==> src/rtl/gpio_bank_pkg.sv <==
package gpio_bank_pkg;
    localparam int REG_AW = 3;

    typedef enum logic [REG_AW-1:0] {
        RA_DIR  = 3'd0,
        RA_DATA = 3'd1,
        RA_MODE = 3'd2,
        RA_POL  = 3'd3,
        RA_SHEN = 3'd4,
        RA_FLAG = 3'd5,
        RA_TRIP = 3'd6,
        RA_NONE = 3'd7
    } reg_addr_e;

    typedef enum logic [1:0] {
        TRIP_IDLE  = 2'd0,
        TRIP_PULSE = 2'd1,
        TRIP_HOLD  = 2'd2
    } trip_state_e;
endpackage

==> src/rtl/gpio_sync.sv <==
module gpio_sync #(
    parameter int WIDTH = 12
) (
    input  logic             clk,
    input  logic             rst_n,
    input  logic [WIDTH-1:0] raw_in,
    output logic [WIDTH-1:0] sync_out
);
    logic [WIDTH-1:0] stage1_q;
    logic [WIDTH-1:0] stage2_q;

    always_ff @(posedge clk or negedge rst_n) begin
        if (!rst_n) begin
            stage1_q <= '0;
            stage2_q <= '0;
        end else begin
            stage1_q <= raw_in;
            stage2_q <= stage1_q;
        end
    end

    assign sync_out = stage2_q;
endmodule

==> src/rtl/gpio_event_det.sv <==
module gpio_event_det #(
    parameter int WIDTH = 12
) (
    input  logic             clk,
    input  logic             rst_n,
    input  logic [WIDTH-1:0] line_val,
    input  logic [WIDTH-1:0] level_mode,
    input  logic [WIDTH-1:0] polarity,
    output logic [WIDTH-1:0] event_hit
);
    logic [WIDTH-1:0] prev_q;

    always_ff @(posedge clk or negedge rst_n) begin
        if (!rst_n) prev_q <= '0;
        else        prev_q <= line_val;
    end

    for (genvar i = 0; i < WIDTH; i++) begin : g_line
        logic rise_w;
        logic fall_w;
        assign rise_w = line_val[i] & ~prev_q[i];
        assign fall_w = ~line_val[i] & prev_q[i];
        always_comb begin
            if (level_mode[i]) event_hit[i] = (line_val[i] == polarity[i]);
            else               event_hit[i] = polarity[i] ? rise_w : fall_w;
        end
    end
endmodule

==> src/rtl/gpio_trip_ctl.sv <==
module gpio_trip_ctl
    import gpio_bank_pkg::*;
(
    input  logic clk,
    input  logic rst_n,
    input  logic fault,
    output logic trip_pulse
);
    trip_state_e state_q;
    trip_state_e state_d;

    always_ff @(posedge clk or negedge rst_n) begin
        if (!rst_n) state_q <= TRIP_IDLE;
        else        state_q <= state_d;
    end

    always_comb begin
        state_d = state_q;
        unique case (state_q)
            TRIP_IDLE:  if (fault)  state_d = TRIP_PULSE;
            TRIP_PULSE: state_d = fault ? TRIP_HOLD : TRIP_IDLE;
            TRIP_HOLD:  if (!fault) state_d = TRIP_IDLE;
            default:    state_d = TRIP_IDLE;
        endcase
    end

    always_comb begin
        trip_pulse = 1'b0;
        unique case (state_q)
            TRIP_PULSE: trip_pulse = 1'b1;
            default:    trip_pulse = 1'b0;
        endcase
    end
endmodule

==> src/rtl/gpio_trip_bank.sv <==
module gpio_trip_bank
    import gpio_bank_pkg::*;
#(
    parameter int NUM_LINES = 12,
    parameter int NUM_DED   = 4
) (
    input  logic                 clk,
    input  logic                 rst_n,
    input  logic                 reg_wr,
    input  logic [REG_AW-1:0]    reg_addr,
    input  logic [NUM_LINES-1:0] reg_wdata,
    output logic [NUM_LINES-1:0] reg_rdata,
    input  logic [NUM_LINES-1:0] pin_in,
    output logic [NUM_LINES-1:0] pin_out,
    output logic [NUM_LINES-1:0] pin_oe,
    input  logic [NUM_DED:0]     irq_mask,
    output logic [NUM_DED-1:0]   irq_ded,
    output logic                 irq_shared,
    output logic                 irq_trip,
    output logic                 pwm_shutdown
);
    localparam int NUM_SH = NUM_LINES - NUM_DED;
    localparam logic [NUM_LINES-1:0] SH_LINES = {{NUM_SH{1'b1}}, {NUM_DED{1'b0}}};

    reg_addr_e            addr_e;
    logic [NUM_LINES-1:0] dir_q, dat_q, mode_q, pol_q, shen_q, trip_en_q, flag_q;
    logic [NUM_LINES-1:0] pin_sync, line_val, event_hit, flag_set, flag_clr;
    logic [NUM_DED-1:0]   ded_q;
    logic                 trip_fault;

    assign addr_e = reg_addr_e'(reg_addr);

    // configuration registers
    always_ff @(posedge clk or negedge rst_n) begin
        if (!rst_n) begin
            dir_q     <= '0;
            dat_q     <= '0;
            mode_q    <= '0;
            pol_q     <= '0;
            shen_q    <= '0;
            trip_en_q <= '0;
        end else if (reg_wr) begin
            case (addr_e)
                RA_DIR:  dir_q     <= reg_wdata;
                RA_DATA: dat_q     <= reg_wdata;
                RA_MODE: mode_q    <= reg_wdata;
                RA_POL:  pol_q     <= reg_wdata;
                RA_SHEN: shen_q    <= reg_wdata;
                RA_TRIP: trip_en_q <= reg_wdata;
                default: ;
            endcase
        end
    end

    gpio_sync #(.WIDTH(NUM_LINES)) u_sync (
        .clk      (clk),
        .rst_n    (rst_n),
        .raw_in   (pin_in),
        .sync_out (pin_sync)
    );

    // outputs loop back into the detector
    assign line_val = (dir_q & dat_q) | (~dir_q & pin_sync);

    gpio_event_det #(.WIDTH(NUM_LINES)) u_det (
        .clk        (clk),
        .rst_n      (rst_n),
        .line_val   (line_val),
        .level_mode (mode_q),
        .polarity   (pol_q),
        .event_hit  (event_hit)
    );

    // sticky shared flags, set wins over clear
    assign flag_set = event_hit & shen_q & SH_LINES;
    assign flag_clr = (reg_wr && addr_e == RA_FLAG) ? reg_wdata : '0;

    always_ff @(posedge clk or negedge rst_n) begin
        if (!rst_n) begin
            flag_q <= '0;
            ded_q  <= '0;
        end else begin
            flag_q <= (flag_q & ~flag_clr) | flag_set;
            ded_q  <= event_hit[NUM_DED-1:0] & irq_mask[NUM_DED-1:0];
        end
    end

    assign irq_ded    = ded_q;
    assign irq_shared = irq_mask[NUM_DED] & (|flag_q);

    // fault path: raw pin, no clock stage
    assign pwm_shutdown = |(trip_en_q & ~pin_in);
    assign trip_fault   = |(trip_en_q & ~pin_sync);

    gpio_trip_ctl u_trip (
        .clk        (clk),
        .rst_n      (rst_n),
        .fault      (trip_fault),
        .trip_pulse (irq_trip)
    );

    always_comb begin
        case (addr_e)
            RA_DIR:  reg_rdata = dir_q;
            RA_DATA: reg_rdata = line_val;
            RA_MODE: reg_rdata = mode_q;
            RA_POL:  reg_rdata = pol_q;
            RA_SHEN: reg_rdata = shen_q;
            RA_FLAG: reg_rdata = flag_q;
            RA_TRIP: reg_rdata = trip_en_q;
            default: reg_rdata = '0;
        endcase
    end

    assign pin_out = dat_q;
    assign pin_oe  = dir_q;
endmodule

==> config.mk <==
export PLATFORM = sky130hd
export DESIGN_NAME = gpio_trip_bank
export DESIGN_NICKNAME = d
export VERILOG_FILES = /design/src/rtl/gpio_bank_pkg.sv /design/src/rtl/gpio_sync.sv /design/src/rtl/gpio_event_det.sv /design/src/rtl/gpio_trip_ctl.sv /design/src/rtl/gpio_trip_bank.sv
export SDC_FILE = /design/constraint.sdc
export NUM_CORES = 1
export LEC_CHECK = 0
export ABC_CLOCK_PERIOD_IN_PS = 1500
export BUFFER_PORTS_ARGS = -buffer_cell sky130_fd_sc_hd__clkbuf_2
export CORE_MARGIN = 2
export CORE_UTILIZATION = 54
export CTS_BUF_LIST = sky130_fd_sc_hd__clkbuf_2
export DETAILED_ROUTE_END_ITERATION = 12
export GPL_ROUTABILITY_DRIVEN = 0
export HOLD_SLACK_MARGIN = 0.12
export PLACE_DENSITY = 0.79
export REMOVE_ABC_BUFFERS = 1
export SETUP_SLACK_MARGIN = 0.02
export SLEW_MARGIN = 20
export SYNTH_ARGS = -nofsm -noshare
export SYNTH_HDL_FRONTEND = slang
export SYNTH_HIERARCHICAL = 1
export SYNTH_SLANG_ARGS = --single-unit
==> constraint.sdc <==
create_clock -name clk -period 1.5 [get_ports clk]
set_input_delay 0.3 -clock clk [delete_from_list [all_inputs] [get_ports clk]]
set_output_delay 0.3 -clock clk [all_outputs]
set_load 0.01 [all_outputs]
==> results of run 1 <==
==> state kept, by name, indices dropped and copies added, names as in the netlist <==
register and cells:
flag_q 12, pin_out 12, u_det/prev_q 12, u_sync/sync_out 12, pol_q 12, u_trip/state_q 2, shen_q 12, irq_ded 4
mode_q 12, u_sync/stage1_q 12, trip_en_q 12, pin_oe 12
==> cells in the final DEF, fill, tap and decap left out, drive strengths merged, types with 7 or more instances in the layout <==
cell           n
dlygate4sd3   31
dfrtp        126
inv            8
clkinv         7
a22o          14
nor4           9
o21bai        12
mux2          83
nor2b         34
nand2b         8
clkbuf        77
mux2i         18
o22ai         12
nand2         22
buf          115
a211o          7
==> where the power goes <==
part	internal, mW	total, mW	leakage, nW	switching (mW)
combinational	1.89	3.23	2.04	1.35
sequential	4.06	4.68	1.49	0.619
clock	1.09	2.39	0.155	1.30
==> per-stage QoR <==
stage	area (um^2)	util [%]	instances	hold slack, ns	power [mW]
3_5_place_dp	6699	65.18	700	0.1844	7.048
3_3_place_gp	6699	65.18	700	0.1815	6.932
2_1_floorplan	5608	-	421	0.004409	5.861
6_report	7955	77.40	795	0.2490	10.30
5_1_grt	7955	77.40	795	0.2130	10.78
4_1_cts	7667	74.60	782	0.1732	9.910
==> kinds of logic after synthesis <==
| group | count (synthesis) | share of synthesized area [%] |
|---|---|---|
| multiplexers | 101 | 19.53 |
| buffers and inverters | 25 | 2.214 |
| AND/OR/NAND/NOR | 100 | 11.22 |
| flip-flops | 126 | 55.24 |
| AO/OA/AOI/OAI | 87 | 11.79 |
==> repair_timing <==
item / 4_1_cts / 5_1_grt
resized for setup: 54 / 51
endpoints found under the hold margin: 226 / 0
endpoints found under the setup margin: 45 / 47
pin swaps: 21 / 14
buffers inserted: 19 / 17
hold buffers: 31 / 0
==> area by class of cell <==
type | instances | area, um^2
fill | 607 | 2322
clock inverter | 15 | 195.2
multi-input combinational | 288 | 2713
inverter | 7 | 26.28
tap | 136 | 170.2
timing repair buffer | 206 | 1607
clock buffer | 17 | 85.08
sequential | 126 | 3159
==> final timing paths <==
path / startpoint / endpoint / depth (start not counted)
max: trip_en_q[5]$_DFFE_PN0P_ / pwm_shutdown / 5
min: pin_in[0] / u_sync/stage1_q[0]$_DFF_PN0_ / 2
max reg2reg: pin_out[10]$_DFFE_PN0P_ / flag_q[10]$_DFF_PN0_ / 6
min reg2reg: u_sync/stage1_q[6]$_DFF_PN0_ / u_sync/sync_out[6]$_DFF_PN0_ / 0
max in group asynchronous: rst_n / pin_oe[3]$_DFFE_PN0P_ / 3
min in group asynchronous: rst_n / irq_ded[3]$_DFF_PN0_ / 3
==> metal layers <==
layer | up-vias | part of all wire [%]
met5 | - | 0
met4 | 0 | 2.4
met3 | 36 | 6.4
met2 | 204 | 50
met1 | 2346 | 41
li1 | 2041 | -
==> worst max-delay path, delay by kind of cell, from the launching register on <==
kind	cells	cell delay (ns)
flops	1	0.45
compound gates	1	0.38
simple gates	2	0.22
buf+inv	2	0.33
==> results.sh, run 1 <==
export IMPL_pwr_density_cell_nw_per_um2=1295
export IMPL_yosysSeqAreaShare_pct=55.24
export IMPL_cp_start_kind="flop"
export IMPL_grt_max_degree=63
export IMPL_rsz0062_at_grt="yes"
export IMPL_fin_tns_setup_ns=-12.19
export IMPL_synth_most_common_cell="dfrtp_1"
export IMPL_synth_edf_count=0
export IMPL_grt_busiest_layer="met2"
export IMPL_drcViolationCount=0
export IMPL_use_met2_pct=46.00
export IMPL_fmax_mhz=429.0
export IMPL_synth_top_cells_by_area="dfrtp_1 55%, mux2_2 10%, mux2_1 6.1%"
export IMPL_grt_pass1_wl_mm=24.67
export IMPL_reg2reg_slack_ns=0.01
export IMPL_yosys_cell_types_count=42
export IMPL_cts_reportedPaths_clkPinSlew_ns=0.21
export IMPL_ys_async_sr_fraction_pct=100.0
export IMPL_drive_gt1_share_pct=45.37
export IMPL_finalHoldViolCount=0
export IMPL_finalWirelength_mm=16.18
export IMPL_wl_per_cell_um=20.35
export IMPL_numCtsBuffers=17
export IMPL_overflow=0
export IMPL_period_needed_ns=2.331
export IMPL_max_stage_delay_ns=0.45
export IMPL_yosys_warnings=6
export IMPL_worstPathArrival_ns=2.03
export IMPL_initial_core_util_pct=55.54
export IMPL_crit_required_ns=1.20
export IMPL_nets=681
export IMPL_coreArea_um2=10280
export IMPL_leakagePower_nw=3.689
export IMPL_place_ws_ns=-0.5750
export IMPL_grt_use_met1_pct=38.59
export IMPL_drv_slew=0
export IMPL_finalCritPeriodShare_pct=155.4
export IMPL_root_buffer="clkbuf_2"
export IMPL_slew_headroom_pct=58.28
export IMPL_yosys_area_top_type="dfrtp_1"
export IMPL_cts_htree_levels=4
export IMPL_antenna_found_initial=0
export IMPL_setup_ws_ns=-0.8309
export IMPL_endpoint_kind="output pin"
export IMPL_io_buffers=77
export IMPL_drt_initial_drc_count=294
export IMPL_finalSetupViolations=39
export IMPL_synth_top_area_share_pct=55.24
export IMPL_ys_ff_latch=126
export IMPL_synth_main_ff_cell="dfrtp_1"
export IMPL_area_delta_synth_final_pct=39.37
export IMPL_skew_ns=0.03036
export IMPL_place_hpwl_mm=10.33
export IMPL_netlist_instances=439
export IMPL_rows=37
export IMPL_clock_sinks=126
export IMPL_syn_area_um2=5708
export IMPL_cts_tree="yes"
export IMPL_max_vdd_ir_drop_mv=0.7273
export IMPL_path_class="reg -> out"
export IMPL_worst_pin_slew_ns=0.6237
export IMPL_die_h_um=106.8
export IMPL_violations="negative setup slack"
export IMPL_cp_max_fo=2
export IMPL_ys_top_cells_by_count="126 x dfrtp_1, 52 x mux2_2, 33 x nor2b_1"
export IMPL_crit_slowest_cell="dfrtp_1"
export IMPL_clock_path_buffers=2
export IMPL_status="complete, but fails checks"
export IMPL_num_vias=4627
export IMPL_gr_usage_all_layers_pct=28.80
export IMPL_hp_class="in -> reg"
export IMPL_maxCapViolations=0
export IMPL_ant_nets=0
export IMPL_num_antenna_cells=0
export IMPL_drt_pass1_iter_count=5
export IMPL_avgSynthCellArea_um2=13.00
export IMPL_insertion_delay_ns=0.67
export IMPL_vias_per_cell=5.820
export IMPL_grt_pass1_vias=4742
export IMPL_grt_use_met3_pct=5.714
export IMPL_die_area_um2=11410
export IMPL_io_pins=78
export IMPL_critical_path_cell_chain="nor2b_4, a2111oi_4, buf_4, nand3_4, buf_6"
export IMPL_die_x_um=106.8
No activity file was read; power rests on OpenSTA's default activity.
==> run 2: changes to the inputs <==
Settings changed: CORE_MARGIN 2 to default, GPL_TIMING_DRIVEN from default to 0, TNS_END_PERCENT from default to 50.
==> run 2 against run 1 <==
Compared with the run above:
- the flow still finishes with violations (negative setup slack)
- cell count decreased by 6.5%
- sequential cell count unchanged
- non-clock buffer count is 52 lower
- setup slack better by 0.0019 ns
- first-iteration DRC count shrank 19%
- global-route usage fell by 1.7 points
==> results.sh, run 2 (synthesized netlist as in run 1, its figures left out) <==
export IMPL_status="complete, but fails checks"
export IMPL_violations="negative setup slack"
export IMPL_clock_path_buffers=2
export IMPL_critical_path_buf_inv_count=1
export IMPL_clock_sinks=126
export IMPL_finalHoldViolCount=0
export IMPL_nets=629
export IMPL_hp_class="in -> async"
export IMPL_worstPathArrival_ns=2.03
export IMPL_finalCritPeriodShare_pct=155.3
export IMPL_drt_pass1_iter_count=4
export IMPL_crit_required_ns=1.20
export IMPL_die_area_um2=10990
export IMPL_num_antenna_cells=0
export IMPL_place_ws_ns=-1.206
export IMPL_cp_max_fo=4
export IMPL_fmax_mhz=429.4
export IMPL_die_x_um=104.8
export IMPL_grt_max_degree=71
export IMPL_io_pins=78
export IMPL_maxCapViolations=0
export IMPL_finalSetupViolations=39
export IMPL_fin_tns_setup_ns=-12.14
export IMPL_endpoint_kind="output pin"
export IMPL_cp_start_kind="flop"
export IMPL_insertion_delay_ns=0.68
export IMPL_area_delta_synth_final_pct=30.10
export IMPL_final_common_cell="dfrtp_1"
export IMPL_pwr_density_cell_nw_per_um2=1298
export IMPL_die_h_um=104.8
export IMPL_rsz0062_at_grt="yes"
export IMPL_final_cells=743
export IMPL_io_buffers=77
export IMPL_drive_gt1_share_pct=38.39
export IMPL_overflow=0
export IMPL_antenna_found_initial=0
export IMPL_rows=37
export IMPL_drt_initial_drc_count=237
export IMPL_grt_pass1_wl_mm=22.47
export IMPL_cts_tree="yes"
export IMPL_cts_reportedPaths_clkPinSlew_ns=0.19
export IMPL_gr_usage_all_layers_pct=27.15
export IMPL_num_vias=4350
export IMPL_power_mw=9.637
export IMPL_cts_htree_levels=4
export IMPL_root_buffer="clkbuf_2"
export IMPL_vias_per_cell=5.855
export IMPL_coreArea_um2=10280
export IMPL_initial_core_util_pct=55.54
export IMPL_critical_path_cell_chain="nor2b_1, a2111oi_1, nand3_1, buf_2"
export IMPL_grt_pass1_vias=4358
export IMPL_period_needed_ns=2.329
export IMPL_finalWirelength_mm=14.54
export IMPL_max_stage_delay_ns=0.45
export IMPL_setup_ws_ns=-0.8290
export IMPL_ant_nets=0
export IMPL_crit_slowest_cell="dfrtp_1"
export IMPL_worst_pin_slew_ns=0.8772
export IMPL_drv_slew=0
export IMPL_leakagePower_nw=3.414
export IMPL_drcViolationCount=0
export IMPL_layout_common_cells="124 x dfrtp_1, 82 x clkbuf_2, 46 x mux2_2, 31 x mux2_1"
export IMPL_dpl_cell_count=636
export IMPL_numCtsBuffers=17
export IMPL_slew_headroom_pct=41.33
export IMPL_wl_per_cell_um=19.56
export IMPL_max_vdd_ir_drop_mv=0.7960
export IMPL_cpLargestDelayFamily="flip-flops"
export IMPL_path_class="reg -> out"
export IMPL_hold_ws_ns=0.1331
export IMPL_skew_ns=0.03406
export IMPL_place_hpwl_mm=8.625
-- run 2: final timing paths --
check / from / to / slack [ns] / depth (start not counted)
min in group clk: reg_wr / pol_q[7]$_DFFE_PN0P_ / 0.27 / 3
setup reg to reg: trip_en_q[8]$_DFFE_PN0P_ / u_trip/state_q[0]$_DFFE_PN0P_ / 0.04 / 4
setup / recovery: trip_en_q[2]$_DFFE_PN0P_ / pwm_shutdown / -0.83 / 4
hold reg to reg: u_sync/stage1_q[8]$_DFF_PN0_ / u_sync/sync_out[8]$_DFF_PN0_ / 0.37 / 0
hold / removal: rst_n / u_trip/state_q[0]$_DFFE_PN0P_ / 0.13 / 2
max in group asynchronous: rst_n / pin_out[8]$_DFFE_PN0P_ / 0.47 / 3
-- run 2: worst register-to-register path, cell delays in order, from the launching register on --
cell and delay, ns:
dfrtp_1 0.43, nor2b_1 0.18, a2111oi_2 0.41, nand3_1 0.20
nor3b_1 0.19
-- run 2: through the flow --
stage	util (%)	instance area [um^2]
6_report	72.25	7426
2_1_floorplan	-	5608
3_5_place_dp	60.62	6230
3_3_place_gp	59.97	6163
5_1_grt	72.25	7426
4_1_cts	69.84	7178
-- run 2: where the power goes --
| part | leakage (nW) | internal (mW) | switching, mW |
|---|---|---|---|
| Combinational | 1.77 | 1.68 | 1.19 |
| Clock | 0.152 | 0.935 | 1.21 |
| Sequential | 1.50 | 4.05 | 0.575 |
-- run 2: timing repair --
action | 4_1_cts | 5_1_grt
hold endpoints to repair | 226 | 36
cloned | 0 | 0
buffers inserted | 36 | 10
endpoints found under the setup margin | 119 | 71
hold buffers | 29 | 1
pin swaps | 15 | 5
gates resized for setup | 36 | 52
-- run 2: metal layers --
metal	part of all wire [%]	vias to the layer above	wire length [um]	global-route usage, %
met1	44	2219	6324	34.86
met5	0	-	0	0
met4	2.1	0	310	10.36
met3	5.1	30	741	7.236
li1	-	1952	-	-
met2	49	149	7159	44.13
-- run 2: final cells by class --
type / instances / area, um^2
flip-flops and latches: 126 / 3156
fillers: 708 / 2851
multi-input cells: 288 / 2623
repair buffers: 154 / 1221
well taps: 136 / 170.2
clock inverters: 10 / 120.1
clock buffers: 22 / 110.1
inverters: 7 / 26.28
==> run 3: changes to the inputs <==
Settings changed: SETUP_SLACK_MARGIN 0.02 to default.
==> run 3 against run 2 <==
Compared with the run above:
- the flow still finishes with violations (negative setup slack)
- largest power group unchanged
- highest routed layer unchanged
- worst hold slack improved by 0.0015 ns
- cell count unchanged
- global-route usage unchanged
- largest cell class unchanged
- sequential share of layout area increased by 0.050 points
- cell area decreased by 0.12%
==> results.sh, run 3 (synthesized netlist as in run 1, its figures left out) <==
export IMPL_seqPwrFrac_pct=48.0
export IMPL_endpoint_kind="output pin"
export IMPL_die_x_um=104.8
export IMPL_num_antenna_cells=0
export IMPL_final_area_um2=7417
export IMPL_dpl_cell_area_um2=6230
export IMPL_cp_max_fo=4
export IMPL_finalHoldViolCount=0
export IMPL_dpl_cell_count=636
export IMPL_die_h_um=104.8
export IMPL_initial_core_util_pct=55.54
export IMPL_cts_reportedPaths_clkPinSlew_ns=0.17
export IMPL_p_int_mw=6.661
export IMPL_worst_pin_slew_ns=0.8854
export IMPL_pwr_density_cell_nw_per_um2=1300
export IMPL_clock_path_buffers=2
export IMPL_gr_usage_all_layers_pct=27.15
export IMPL_wl_per_cell_um=19.74
export IMPL_final_common_cell="dfrtp_1"
export IMPL_hp_class="in -> async"
export IMPL_place_ws_ns=-1.206
export IMPL_grt_pass1_wl_mm=22.47
export IMPL_comb_power_share_pct=29.7
export IMPL_setup_ws_ns=-0.9637
export IMPL_vias_per_cell=5.806
export IMPL_cts_htree_levels=4
export IMPL_area_delta_synth_final_pct=29.94
export IMPL_cts_tree="yes"
export IMPL_path_class="reg -> out"
export IMPL_period_needed_ns=2.464
export IMPL_nets=629
export IMPL_max_vdd_ir_drop_mv=0.7974
export IMPL_layout_common_cells="124 x dfrtp_1, 82 x clkbuf_2, 47 x mux2_2, 31 x mux2_1"
export IMPL_antenna_found_initial=0
export IMPL_finalCritPeriodShare_pct=164.2
export IMPL_place_hpwl_mm=8.625
export IMPL_finalWirelength_mm=14.67
export IMPL_violations="negative setup slack"
export IMPL_rsz0062_at_grt="yes"
export IMPL_num_vias=4314
export IMPL_worstPathArrival_ns=2.16
export IMPL_grt_max_degree=71
export IMPL_fin_tns_setup_ns=-12.31
export IMPL_drt_initial_drc_count=209
export IMPL_numCtsBuffers=17
export IMPL_status="complete, but fails checks"
export IMPL_rows=37
export IMPL_finalSetupViolations=41
export IMPL_maxCapViolations=0
export IMPL_final_cells=743
export IMPL_coreArea_um2=10280
export IMPL_p_clk_share_pct=22.3
export IMPL_drv_slew=0
export IMPL_fmax_mhz=405.9
export IMPL_leakagePower_nw=3.408
export IMPL_io_pins=78
export IMPL_swShare_pct=30.93
export IMPL_overflow=0
export IMPL_cp_start_kind="flop"
export IMPL_slew_headroom_pct=40.78
export IMPL_insertion_delay_ns=0.68
export IMPL_root_buffer="clkbuf_2"
export IMPL_die_area_um2=10990
export IMPL_io_buffers=77
export IMPL_ant_nets=0
export IMPL_grt_pass1_vias=4356
export IMPL_power_mw=9.644
export IMPL_skew_ns=0.04033
export IMPL_drive_gt1_share_pct=38.22
export IMPL_clock_sinks=126
export IMPL_drt_pass1_iter_count=6
export IMPL_crit_required_ns=1.20
export IMPL_drcViolationCount=0
export IMPL_p_sw_mw=2.983
## run 3: changes by cell type in the layout (fill, tap and decap cells not counted)
cell and change:
a2111oi_1 +1, a2111oi_2 -1, mux2_2 +1, mux2_4 -1
## run 3: worst paths after layout
check	slack, ns	cells after the start	end	startpoint
max	-0.96	4	pwm_shutdown	trip_en_q[2]$_DFFE_PN0P_
min	0.13	2	u_sync/sync_out[10]$_DFF_PN0_	rst_n
max reg2reg	-0.04	4	u_trip/state_q[0]$_DFFE_PN0P_	trip_en_q[7]$_DFFE_PN0P_
min reg2reg	0.37	0	u_sync/sync_out[5]$_DFF_PN0_	u_sync/stage1_q[5]$_DFF_PN0_
max in group asynchronous	0.47	3	pin_out[8]$_DFFE_PN0P_	rst_n
min in group clk	0.28	3	pol_q[10]$_DFFE_PN0P_	reg_wr
## run 3: worst max-delay path: stages, from the launching register on
cell and delay (ns):
dfrtp_1 0.44, nor2b_1 0.16, a2111oi_1 0.50, nand3_1 0.22
buf_2 0.19
## run 3: metrics by stage
stage,hold slack [ns],utilization (%)
4_1_cts,-0.2591,69.84
3_5_place_dp,0.2939,60.62
5_1_grt,0.1153,72.17
2_1_floorplan,0.004409,-
3_3_place_gp,0.3315,59.97
6_report,0.1346,72.17
## run 3: metal layers
layer	track usage (%)	up-vias	wire length [um]
li1	-	1949	-
met1	34.86	2193	6417
met2	44.13	149	7288
met3	7.236	23	724
met4	10.36	0	237
met5	0	-	0
## run 3: final cells by class
type / instances / area [um^2]
multi-input combinational: 288 / 2614
clock buffer: 22 / 110.1
clock inverter: 10 / 120.1
timing repair buffer: 154 / 1221
tap: 136 / 170.2
inverter: 7 / 26.28
fill: 715 / 2860
sequential: 126 / 3156
## run 3: timing repair
action | 4_1_cts | 5_1_grt
hold endpoints to repair | 226 | 36
setup buffers | 36 | 10
gates resized for setup | 36 | 50
gates cloned | 0 | 0
hold buffers | 29 | 1
endpoints found under the setup margin | 114 | 64
pin swaps | 14 | 5
## run 3: power groups by stage
stage                     sequential [mW]  clock (mW)  combinational (mW)
after floorplan                      4.60           0                1.26
after global placement               4.62           0                1.94
after detailed placement             4.68           0                2.02
after CTS                            4.58        2.16                2.55
after global routing                 4.71        2.30                3.08
final                                4.63        2.16                2.86
